<file path="config.mk">
export PLATFORM = sky130hd
export DESIGN_NAME = idx_addr_seq
export DESIGN_NICKNAME = d
export VERILOG_FILES = /design/src/rtl/idx_addr_seq.sv
export SDC_FILE = /design/constraint.sdc
export NUM_CORES = 1
export LEC_CHECK = 0
export ABC_AREA = 1
export ABC_CLOCK_PERIOD_IN_PS = 3200
export BUFFER_PORTS_ARGS = -buffer_cell sky130_fd_sc_hd__buf_2
export CORE_MARGIN = 3
export CORE_UTILIZATION = 40
export CTS_CLUSTER_SIZE = 8
export DETAILED_ROUTE_END_ITERATION = 10
export PLACE_DENSITY = 0.64
export SKIP_CTS_REPAIR_TIMING = 1
export SLEW_MARGIN = 20
export SYNTH_ARGS = -nofsm -noshare
export SYNTH_HDL_FRONTEND = slang
export SYNTH_SLANG_ARGS = --single-unit
</file>
<file path="constraint.sdc">
create_clock -name clk -period 3.2 [get_ports clk]
set_input_delay 0.64 -clock clk [delete_from_list [all_inputs] [get_ports clk]]
set_output_delay 0.64 -clock clk [all_outputs]
set_load 0.02 [all_outputs]
</file>
<file path="src/rtl/idx_addr_seq.sv">
module idx_addr_seq #(
  parameter int DW = 8
) (
  input  logic            clk,
  input  logic            rst_n,
  input  logic            start,
  input  logic [3:0]      mode,
  input  logic [2*DW-1:0] pc_in,
  input  logic [DW-1:0]   x_idx,
  input  logic [DW-1:0]   y_idx,
  input  logic            pen_en,
  input  logic            br_taken,
  output logic [2*DW-1:0] mem_addr,
  input  logic [DW-1:0]   mem_rdata,
  output logic [2*DW-1:0] ea,
  output logic [2*DW-1:0] pc_out,
  output logic            page_cross,
  output logic [1:0]      br_extra,
  output logic            done
);
  localparam int AW = 2 * DW;
  localparam logic [3:0] M_ZPG = 4'd0, M_ZPX = 4'd1, M_ZPY = 4'd2, M_ABS = 4'd3,
                         M_ABX = 4'd4, M_ABY = 4'd5, M_IDX = 4'd6, M_IDY = 4'd7,
                         M_IND = 4'd8, M_REL = 4'd9;

  typedef enum logic [2:0] {S_IDLE, S_OP0, S_OP1, S_PL, S_PH, S_FIN} st_t;
  st_t st;

  logic [3:0]    mode_r;
  logic [AW-1:0] pc_r;
  logic [DW-1:0] x_r, y_r, b0, b1, p_lo;
  logic          pen_r, tk_r;

  logic [AW-1:0] ea_q;
  logic          cross_q, done_q;
  logic [1:0]    extra_q;

  wire unused_md = (mode > M_REL);
  wire two_byte  = (mode_r == M_ABS) || (mode_r == M_ABX) || (mode_r == M_ABY) || (mode_r == M_IND);
  wire via_zp    = (mode_r == M_IDX) || (mode_r == M_IDY);
  wire use_y     = (mode_r == M_ZPY) || (mode_r == M_ABY) || (mode_r == M_IDY);

  wire [DW-1:0]   idx    = use_y ? y_r : x_r;
  wire [DW-1:0]   zp_ptr = (mode_r == M_IDX) ? b0 + x_r : b0;
  wire [DW:0]     lo_sum = {1'b0, b0} + {1'b0, idx};
  wire [AW-1:0]   base   = {b1, b0};
  wire [AW-1:0]   ix_ea  = base + {{DW{1'b0}}, idx};
  wire [AW-1:0]   rel_ea = pc_r + {{DW{b0[DW-1]}}, b0};
  wire            rel_pg = rel_ea[AW-1:DW] != pc_r[AW-1:DW];

  always_comb begin
    case (st)
      S_PL:    mem_addr = (mode_r == M_IND) ? base : {{DW{1'b0}}, zp_ptr};
      S_PH:    mem_addr = (mode_r == M_IND) ? {b1, b0 + 1'b1} : {{DW{1'b0}}, zp_ptr + 1'b1};
      default: mem_addr = pc_r;
    endcase
  end

  logic [AW-1:0] ea_c;
  logic          cross_c;
  logic [1:0]    extra_c;
  always_comb begin
    ea_c    = pc_r;
    cross_c = 1'b0;
    extra_c = 2'd0;
    case (mode_r)
      M_ZPG:                ea_c = {{DW{1'b0}}, b0};
      M_ZPX, M_ZPY:         ea_c = {{DW{1'b0}}, lo_sum[DW-1:0]};
      M_ABS, M_IDX, M_IND:  ea_c = base;
      M_ABX, M_ABY, M_IDY: begin
        ea_c    = ix_ea;
        cross_c = lo_sum[DW] & pen_r;
      end
      M_REL: begin
        ea_c    = rel_ea;
        cross_c = rel_pg;
        extra_c = tk_r ? (rel_pg ? 2'd2 : 2'd1) : 2'd0;
      end
      default: ;
    endcase
  end

  always_ff @(posedge clk) begin
    if (!rst_n) begin
      st      <= S_IDLE;
      mode_r  <= 4'd0;
      pc_r    <= '0;
      x_r     <= '0;
      y_r     <= '0;
      b0      <= '0;
      b1      <= '0;
      p_lo    <= '0;
      pen_r   <= 1'b0;
      tk_r    <= 1'b0;
      ea_q    <= '0;
      cross_q <= 1'b0;
      extra_q <= 2'd0;
      done_q  <= 1'b0;
    end else begin
      done_q <= 1'b0;
      case (st)
        S_IDLE: if (start) begin
          mode_r <= mode;
          pc_r   <= pc_in;
          x_r    <= x_idx;
          y_r    <= y_idx;
          pen_r  <= pen_en;
          tk_r   <= br_taken;
          st     <= unused_md ? S_FIN : S_OP0;
        end
        S_OP0: begin
          b0   <= mem_rdata;
          b1   <= '0;
          pc_r <= pc_r + 1'b1;
          st   <= two_byte ? S_OP1 : (via_zp ? S_PL : S_FIN);
        end
        S_OP1: begin
          b1   <= mem_rdata;
          pc_r <= pc_r + 1'b1;
          st   <= (mode_r == M_IND) ? S_PL : S_FIN;
        end
        S_PL: begin
          p_lo <= mem_rdata;
          st   <= S_PH;
        end
        S_PH: begin
          b1 <= mem_rdata;
          b0 <= p_lo;
          st <= S_FIN;
        end
        S_FIN: begin
          ea_q    <= ea_c;
          cross_q <= cross_c;
          extra_q <= extra_c;
          done_q  <= 1'b1;
          st      <= S_IDLE;
        end
        default: st <= S_IDLE;
      endcase
    end
  end

  assign ea         = ea_q;
  assign pc_out     = pc_r;
  assign page_cross = cross_q;
  assign br_extra   = extra_q;
  assign done       = done_q;

  p_zp_high_r1: assert property (@(posedge clk) disable iff (!rst_n)
    done_q && (mode_r == M_ZPX || mode_r == M_ZPY) |-> ea_q[AW-1:DW] == '0);
  p_ptr_in_zp_r3: assert property (@(posedge clk) disable iff (!rst_n)
    (st == S_PL || st == S_PH) && via_zp |-> mem_addr[AW-1:DW] == '0);
  p_same_page_r5: assert property (@(posedge clk) disable iff (!rst_n)
    st == S_PH && mode_r == M_IND |-> mem_addr[AW-1:DW] == $past(mem_addr[AW-1:DW]));
  p_extra_rel_r6: assert property (@(posedge clk) disable iff (!rst_n)
    done_q && br_extra != 2'd0 |-> mode_r == M_REL);
  p_no_penalty_r8: assert property (@(posedge clk) disable iff (!rst_n)
    done_q && !pen_r && mode_r != M_REL |-> !page_cross);
  p_unused_r9: assert property (@(posedge clk) disable iff (!rst_n)
    done_q && mode_r > M_REL |-> ea == pc_out && !page_cross);
  p_done_pulse_r10: assert property (@(posedge clk) disable iff (!rst_n)
    done_q |=> !done_q);
endmodule

</file>
# After elaboration in Yosys (flattened, before gate mapping)

Cells that the tools add are included.

Bits in registers: 85
Bits of input ports: 49
Output and inout port bits: 52
Word-level logic and storage cells: 78

$add $sub $neg: 7
Order comparisons: 1
Eq/ne operators: 16
Muxes and demuxes: 21
Bitwise logic cells: 1
Reduce and logical (&&, ||, !) cells: 18

Operators with widths:

| operator              | count |
|---|---|
| $pmux 16 s5           | 1 |
| $pmux 16 s2           | 2 |
| $mux 16               | 3 |
| $pmux 8 s2            | 2 |
| $add 16x1->16 const B | 1 |
| $add 16x16->16        | 1 |
| $add 16x8->16         | 1 |
| $add 8x1->8 const B   | 2 |
| $eq 4x3->1 const B    | 4 |
| $mux 8                | 2 |
| $mux 3                | 5 |
| $pmux 3 s5            | 1 |
| $add 8x8->9           | 1 |
| $add 8x8->8           | 1 |
| $eq 4x2->1 const B    | 2 |
| $eq 4x4->1 const B    | 2 |
| $ne 8x8->1            | 1 |
| $eq 3x2->1 const B    | 2 |
| $eq 3x3->1 const B    | 2 |
| $logic_or 1x1->1      | 6 |
| $mux 2                | 3 |
| $reduce_bool 2->1     | 3 |
| $reduce_or 2->1       | 3 |
| $reduce_or 3->1       | 2 |
| 10 further kinds      | 11 |

# Logic depth before layout (Yosys ltp)

Gate-level depths: netlist (run 1).

Depth in word-level cells: 7
Gate-level depth with buffers: 20

# Least setup slack after synthesis (run 1)

No wires, ideal clock.

Path type: flip-flop to output port
From: reg b0[0]
To: out mem_addr[6]
Data arrival time: 2277 ps
Required time: 2560 ps
Path slack: 283 ps
Cell stages (with the launch flop): 12
Buffers on the path: 0
Path through: dfxtp_1 -> ha_1 -> inv_1 -> fa_1 -> o21ai_2 -> ha_1 -> inv_1 -> nor2_1 -> nand3_2 -> nor2_1 -> nor2_1 -> o21bai_1

Cells in the longest elaborated chain, start to end: 5
Elaborated cells on any way between the ends: 7

Ends and longest elaborated chain:

| element                  | RTL line | source |
|---|---|---|
| start: declaration       | 31       | `logic [DW-1:0] x_r, y_r, b0, b1, p_lo;` |
| start signal: assignment | 112      | `b0 <= mem_rdata;` |
| start signal: assignment | 128      | `b0 <= p_lo;` |
| $add 8x8->8              | 44       | `wire [DW-1:0] zp_ptr = (mode_r == M_IDX) ? b0 + x_r : b0;` |
| $mux 8                   | 44       |  |
| $add 8x1->8              | 54       | `S_PH: mem_addr = (mode_r == M_IND) ? {b1, b0 + 1'b1} : {{DW{1'b0}}, zp_ptr + 1'b1};` |
| $mux 16                  | 54       |  |
| $pmux 16 s2 (*)          | 52       | `case (st)` |
| end: declaration         | 13       | `output logic [2*DW-1:0] mem_addr,` |

Every way passes the cells marked *; elsewhere a longest branch is shown, timed or not.

# Final worst setup path (run 1)

From: reg st[1]
To: out mem_addr[10]

Cells in the longest elaborated chain, start to end: 2
Elaborated cells on any way between the ends: 3

Ends and longest elaborated chain:

| element                                  | RTL line | source |
|---|---|---|
| start: declaration                       | 27       | `st_t st;` |
| start signal: assignment                 | 109      | `st <= unused_md ? S_FIN : S_OP0;` |
| start signal: assignment                 | 115      | `st <= two_byte ? S_OP1 : (via_zp ? S_PL : S_FIN);` |
| start signal: assignment                 | 120      | `st <= (mode_r == M_IND) ? S_PL : S_FIN;` |
| $eq 3x3->1 or $eq 3x2->1 (tied branches) | 52       |  |
| $pmux 16 s2 (*)                          | 52       |  |

Marks and branches as above.

==> results.sh, run 1 <==
export IMPL_insertion_delay_ps=350
export IMPL_place_congestion=0.9281
export IMPL_cts_max_level=3
export IMPL_whs_ps=461.1
export IMPL_min_from="ea[15]"
export IMPL_finClkSkew_ps=7.434
export IMPL_grt_max_degree=51
export IMPL_grt_setup_unrepaired="true"
export IMPL_crit_fanout=11
export IMPL_antenna_found_initial=0
export IMPL_drt_iter0_markers=729
export IMPL_dp_hpwl_mm=16.71
export IMPL_synthSimpleGateAreaFrac_pct=31.49
export IMPL_leakage_uw=0.003603
export IMPL_drc=0
export IMPL_internal_power_uw=2927
export IMPL_synth_xor_area_share_pct=2.383
export IMPL_setup_violations=0
export IMPL_endpoint_kind="output pin"
export IMPL_final_cell_mix="250 x nand2_1, 122 x inv_1, 101 x a21oi_1, 97 x buf_2, 87 x nand3_1"
export IMPL_synth_area_mux_share_pct=0
export IMPL_crit_arrival_ps=2480
export IMPL_initial_core_util_pct=41.20
export IMPL_crit_type="register to output pin"
export IMPL_synth_ff_type="dfxtp_1"
export IMPL_cts_buffers=9
export IMPL_switching_share_pct=48.80
export IMPL_ys_types=54
export IMPL_holdPathEnd="ea[15]"
export IMPL_grt_pass1_wl_mm=33.71
export IMPL_area_growth_pct=17.89
export IMPL_slowest_delay_ps=480
export IMPL_synth_top_family_by_area="simple AND/OR/NAND/NOR gates"
export IMPL_clockBufferDepth=2
export IMPL_syn_area_per_cell_um2=6.393
export IMPL_tightest_slew_ps=989.4
export IMPL_ctsRootBufferMaster="clkbuf_16"
export IMPL_hold_path_class="register to register"
export IMPL_ios=101
export IMPL_path_delay_family="buffers and inverters"
export IMPL_seq_area_frac_synth_pct=25.72
export IMPL_r2r_cells=14
export IMPL_grt_usage_pct=23.40
export IMPL_cts_tree="built"
export IMPL_crit_buf_inv=4
export IMPL_core_rowCount=46
export IMPL_vias=7247
export IMPL_die_y_um=134.6
export IMPL_power_frac_clock_pct=18.8
export IMPL_multi_input_area_mm2=0.004267
export IMPL_num_antenna_cells=0
export IMPL_drive_gt1_share_pct=19.65
export IMPL_clock_sinks=85
export IMPL_worst_ep_required_time_ps=2560
export IMPL_netlist_area_mm2=0.006616
export IMPL_hold_violations=0
export IMPL_seq_power_share_pct=26.2
export IMPL_fp_dieArea_mm2=0.01812
export IMPL_avgViaCountPerCell=5.344
export IMPL_pwr_share_comb_pct=55.0
export IMPL_layout_commonest_cell="nand2_1"
export IMPL_clk_pin_slew_ps=70
export IMPL_synth_edff_count=0
export IMPL_layout_min_cycle_time_ps=3115
export IMPL_totalWireLength_mm=21.52
export IMPL_seqCellArea_mm2=0.001704
export IMPL_yosys_warnings=0
export IMPL_worstPathCellList="nor2_2 -> inv_2 -> nor2_4 -> nor2_2 -> clkinvlp_4 -> buf_4 -> o21ai_0 -> buf_2"
export IMPL_rrSetupSlack_ps=300
export IMPL_final_nets=1222
export IMPL_grt_pass1_vias=6466
export IMPL_slowest_stage="dfxtp_1"
export IMPL_worst_slack_ps=84.90
export IMPL_worstReg2RegStart="mode_r[2]"
export IMPL_synth_adder_area_share_pct=7.337
export IMPL_post_place_ws_ps=258.7
export IMPL_fmax_ghz=0.3210
export IMPL_timing_final_max_slew_violations=0
export IMPL_p_sw_uw=2790
export IMPL_p_per_area_mw_per_mm2=733.0
export IMPL_grt_overflow=0
export IMPL_wl_per_cell_um=15.87
export IMPL_fin_util_pct=48.57
export IMPL_num_fill_cells=1669
export IMPL_outcome="completed"
export IMPL_fin_crit_sh_pct=97.35
export IMPL_io_buffer_count=100
export IMPL_firstDrtPassIters=7
export IMPL_synth_cells=1035
export IMPL_synth_net_count=1121
export IMPL_startpoint_type="register"
export IMPL_synth_compound_area_share_pct=22.18
export IMPL_ir_drop_uv=372.5
export IMPL_die_x_um=134.6
export IMPL_reg2reg_to="ea[6]"
export IMPL_async_reset_ff_share_pct=0
export IMPL_ys_seq_elements=85
export IMPL_maxCapViolCount=0
export IMPL_core_mm2=0.01606
export IMPL_cpMostUsedCell="nor2_2"
export IMPL_postRouteAntennaNets=0
export IMPL_hold_depth=2
export IMPL_slew_headroom_pct=34.04
-- flip-flops by register name, indices dropped and copies added, names as in the netlist, 2 cells and up --
signal / cells
y_r: 8
b1: 8
br_extra: 2
b0: 8
st: 3
pc_out: 16
mode_r: 4
x_r: 8
ea: 16
p_lo: 8
-- per-layer routing --
layer	part of all wire (%)	vias up	track usage, %	wire [um]
met5	0	-	0	0
met4	1.8	0	5.826	382
met3	6.0	27	3.912	1293
met2	46	245	37.96	9921
met1	46	3316	32.57	9918
li1	-	3659	-	-
-- cell type report --
| type | count | share of cell area, % |
|---|---|---|
| Clock inverter | 5 | 0.7700 |
| Timing Repair Buffer | 125 | 8.967 |
| Multi-Input combinational cell | 770 | 54.70 |
| Tap cell | 216 | 3.465 |
| Clock buffer | 10 | 3.064 |
| Inverter | 144 | 7.090 |
| Sequential cell | 85 | 21.85 |
| Timing Repair inverter | 1 | 0.09625 |
-- power groups by stage --
stage | clock network [uW] | logic, uW | registers (uW)
after floorplan | 0 | 2080 | 1560
after global placement | 0 | 3000 | 1510
after detailed placement | 0 | 3010 | 1510
after CTS | 1090 | 3030 | 1490
after global routing | 1130 | 3490 | 1520
final | 1080 | 3140 | 1500
-- cells by family (layout without fill, tap and decap cells) --
group	count (synthesis)	count (layout)
and+or+nand+nor	461	461
AOI/OAI and AO/OA	254	254
buffers and inverters	180	285
DFF	85	85
adders and majority gates	37	37
xor gates and xnor gates	18	18
-- Yosys cell counts (9+ instances only) --
cell type | n | share of area [%]
nand2_1 | 253 | 14
inv_1 | 125 | 7.1
a21oi_1 | 102 | 7.7
nand3_1 | 88 | 6.7
o21ai_0 | 86 | 6.5
dfxtp_1 | 85 | 26
nor2_1 | 64 | 3.6
ha_1 | 34 | 6.4
clkbuf_1 | 24 | 1.4
inv_2 | 16 | 0.91
xor2_1 | 12 | 1.6
o211ai_1 | 10 | 1.1
o22ai_1 | 9 | 0.85
-- how the worst max path moves through the flow --
| stage | startpoint | endpoint | slack, ps | cells past startpoint |
|---|---|---|---|---|
| finish | st[1] | mem_addr[10] | 80 | 8 |
| global route | x_r[0] | mem_addr[7] | -40 | 17 |
| CTS | x_r[0] | mem_addr[7] | -120 | 17 |
| detailed placement | x_r[0] | mem_addr[7] | 260 | 17 |
| global placement | x_r[0] | mem_addr[7] | 300 | 17 |
| floorplan | b0[0] | mem_addr[6] | 280 | 11 |
-- metrics by stage --
step / cells / TNS (ps) / instance area (um2) / total power, uW
2_1_floorplan: 1035 / 0 / 6616 / 3642
3_3_place_gp: 1334 / 0 / 7358 / 4509
3_5_place_dp: 1334 / 0 / 7358 / 4516
4_1_cts: 1349 / -222.6 / 7657 / 5602
5_1_grt: 1356 / -60.54 / 7800 / 6144
6_report: 1356 / 0 / 7800 / 5717
-- tightest hold or removal path, delay by kind of cell (launching register included) --
kind            cells  cell delay [ps]
flops               1              310
compound gates      1               50
simple gates        1               60
No activity file was read; power rests on OpenSTA's default activity.
==> run 2, diff against run 1 <==
--- a/config.mk
+++ b/config.mk
@@ -6,13 +6,13 @@
 export NUM_CORES = 1
 export LEC_CHECK = 0
 export ABC_AREA = 1
-export ABC_CLOCK_PERIOD_IN_PS = 3200
+export ABC_CLOCK_PERIOD_IN_PS = 2760
 export BUFFER_PORTS_ARGS = -buffer_cell sky130_fd_sc_hd__buf_2
 export CORE_MARGIN = 3
 export CORE_UTILIZATION = 40
 export CTS_CLUSTER_SIZE = 8
 export DETAILED_ROUTE_END_ITERATION = 10
-export PLACE_DENSITY = 0.64
+export PLACE_DENSITY = 0.66
 export SKIP_CTS_REPAIR_TIMING = 1
 export SLEW_MARGIN = 20
 export SYNTH_ARGS = -nofsm -noshare
==> constraint.sdc (replaced) <==
create_clock -name clk -period 2.76 [get_ports clk]
set_input_delay 0.552 -clock clk [delete_from_list [all_inputs] [get_ports clk]]
set_output_delay 0.552 -clock clk [all_outputs]
set_load 0.02 [all_outputs]
==> results.sh, run 2 (synthesis results as in run 1) <==
export IMPL_dp_hpwl_mm=17.11
export IMPL_worst_slack_ps=-307.7
export IMPL_drive_gt1_share_pct=23.14
export IMPL_cts_tree="built"
export IMPL_maxCapViolCount=0
export IMPL_final_nets=1248
export IMPL_area_growth_pct=22.88
export IMPL_fp_dieArea_mm2=0.01812
export IMPL_num_antenna_cells=0
export IMPL_insertion_delay_ps=350
export IMPL_slowest_delay_ps=360
export IMPL_clock_sinks=85
export IMPL_leakage_uw=0.003784
export IMPL_antenna_found_initial=0
export IMPL_worst_ep_required_time_ps=2210
export IMPL_violations="negative setup slack"
export IMPL_startpoint_type="register"
export IMPL_whs_ps=461.3
export IMPL_dpl_instance_area_mm2=0.007555
export IMPL_postRouteAntennaNets=0
export IMPL_final_area_mm2=0.008130
export IMPL_final_cell_mix="250 x nand2_1, 122 x inv_1, 99 x a21oi_1, 94 x buf_2, 87 x nand3_1"
export IMPL_layout_commonest_cell="nand2_1"
export IMPL_ios=101
export IMPL_finClkSkew_ps=5.819
export IMPL_setup_violations=6
export IMPL_clockBufferDepth=2
export IMPL_timing_final_max_slew_violations=0
export IMPL_die_x_um=134.6
export IMPL_crit_type="register to output pin"
export IMPL_hold_violations=0
export IMPL_endpoint_kind="output pin"
export IMPL_outcome="finished, violations left"
export IMPL_avgViaCountPerCell=5.346
export IMPL_io_buffer_count=100
export IMPL_worstPathCellList="ha_4 -> inv_2 -> fa_2 -> buf_6 -> xnor2_1 -> or2_1 -> o21ai_2 -> inv_2 -> nand3_4 -> nor2_4 -> nand2_2 -> nor2_4 -> nor2_1 -> nand2_1 -> o221ai_2 -> buf_4"
export IMPL_rrSetupSlack_ps=110
export IMPL_hold_path_class="register to register"
export IMPL_fin_crit_sh_pct=111.1
export IMPL_ctsRootBufferMaster="clkbuf_16"
export IMPL_cts_max_level=3
export IMPL_wl_per_cell_um=15.87
export IMPL_totalWireLength_mm=21.95
export IMPL_fmax_ghz=0.3260
export IMPL_grt_pass1_vias=6626
export IMPL_grt_usage_pct=23.76
export IMPL_vias=7393
export IMPL_grt_overflow=0
export IMPL_p_per_area_mw_per_mm2=854.6
export IMPL_clk_pin_slew_ps=70
export IMPL_firstDrtPassIters=6
export IMPL_layout_min_cycle_time_ps=3068
export IMPL_initial_core_util_pct=41.20
export IMPL_slew_headroom_pct=50.38
export IMPL_drc=0
export IMPL_crit_buf_inv=4
export IMPL_die_y_um=134.6
export IMPL_tightest_slew_ps=743.3
export IMPL_place_congestion=0.9100
export IMPL_fin_util_pct=50.63
export IMPL_crit_fanout=3
export IMPL_grt_pass1_wl_mm=34.34
export IMPL_cts_buffers=9
export IMPL_core_mm2=0.01606
export IMPL_crit_arrival_ps=2520
export IMPL_path_delay_family="simple AND/OR/NAND/NOR gates"
export IMPL_drt_iter0_markers=631
export IMPL_setup_tns_final_ps=-1318
export IMPL_slowest_stage="fa_2"
export IMPL_ir_drop_uv=433.9
export IMPL_grt_setup_unrepaired="true"
export IMPL_core_rowCount=46
export IMPL_grt_max_degree=41
[run 2: final timing paths]
kind            endpoint  startpoint  cells past startpoint
max          mem_addr[5]       b0[0]                     16
min               ea[13]      ea[13]                      2
max reg2reg       ea[12]   mode_r[3]                     20
min reg2reg       ea[13]      ea[13]                      2
[run 2: cell type report]
| cell class | instances | area, um2 |
|---|---|---|
| fill | 1625 | 7928 |
| clock inverter | 5 | 63.81 |
| inverter | 144 | 554.3 |
| multi-input combinational | 770 | 4339 |
| timing repair buffer | 152 | 937.1 |
| tap | 216 | 270.3 |
| clock buffer | 11 | 252.7 |
| sequential | 85 | 1713 |
[run 2: per-stage QoR]
step,worst slack (ps),cells,power (uW)
global placement,-21.43,1358,5366
detailed placement,-71.02,1358,5383
floorplan,16.96,1035,4227
finish,-307.7,1383,6948
CTS,-466.4,1374,6700
global route,-472.3,1383,7430
[run 2: layer usage]
metal	wire length [um]	up-vias	GRT usage, %
met5	0	-	0
met4	428	0	6.505
met3	1634	34	4.434
met2	10160	286	38.80
met1	9719	3373	32.34
li1	-	3700	-
[run 2: power by group]
part,total (uW),switching (uW),internal (uW)
Clock,1300,541,761
Sequential,1700,251,1450
Combinational,3950,2540,1410
Total,6950,3330,3620
[run 2: worst register-to-register path, stage by stage (launching register included)]
cell and delay, ps:
dfxtp_2 390, inv_4 60, nand2_4 100, o21ai_4 80
buf_4 160, nand2_1 80, o21ai_2 70, ha_2 200
fa_1 400, nand3_1 120, nand3_2 110, nand2_2 90
nand2_1 80, nand2_2 110, nor2_4 50, nand2_1 60
nand2_1 50, nand3_1 80, nand3_1 90, o211ai_1 90
a21oi_1 80
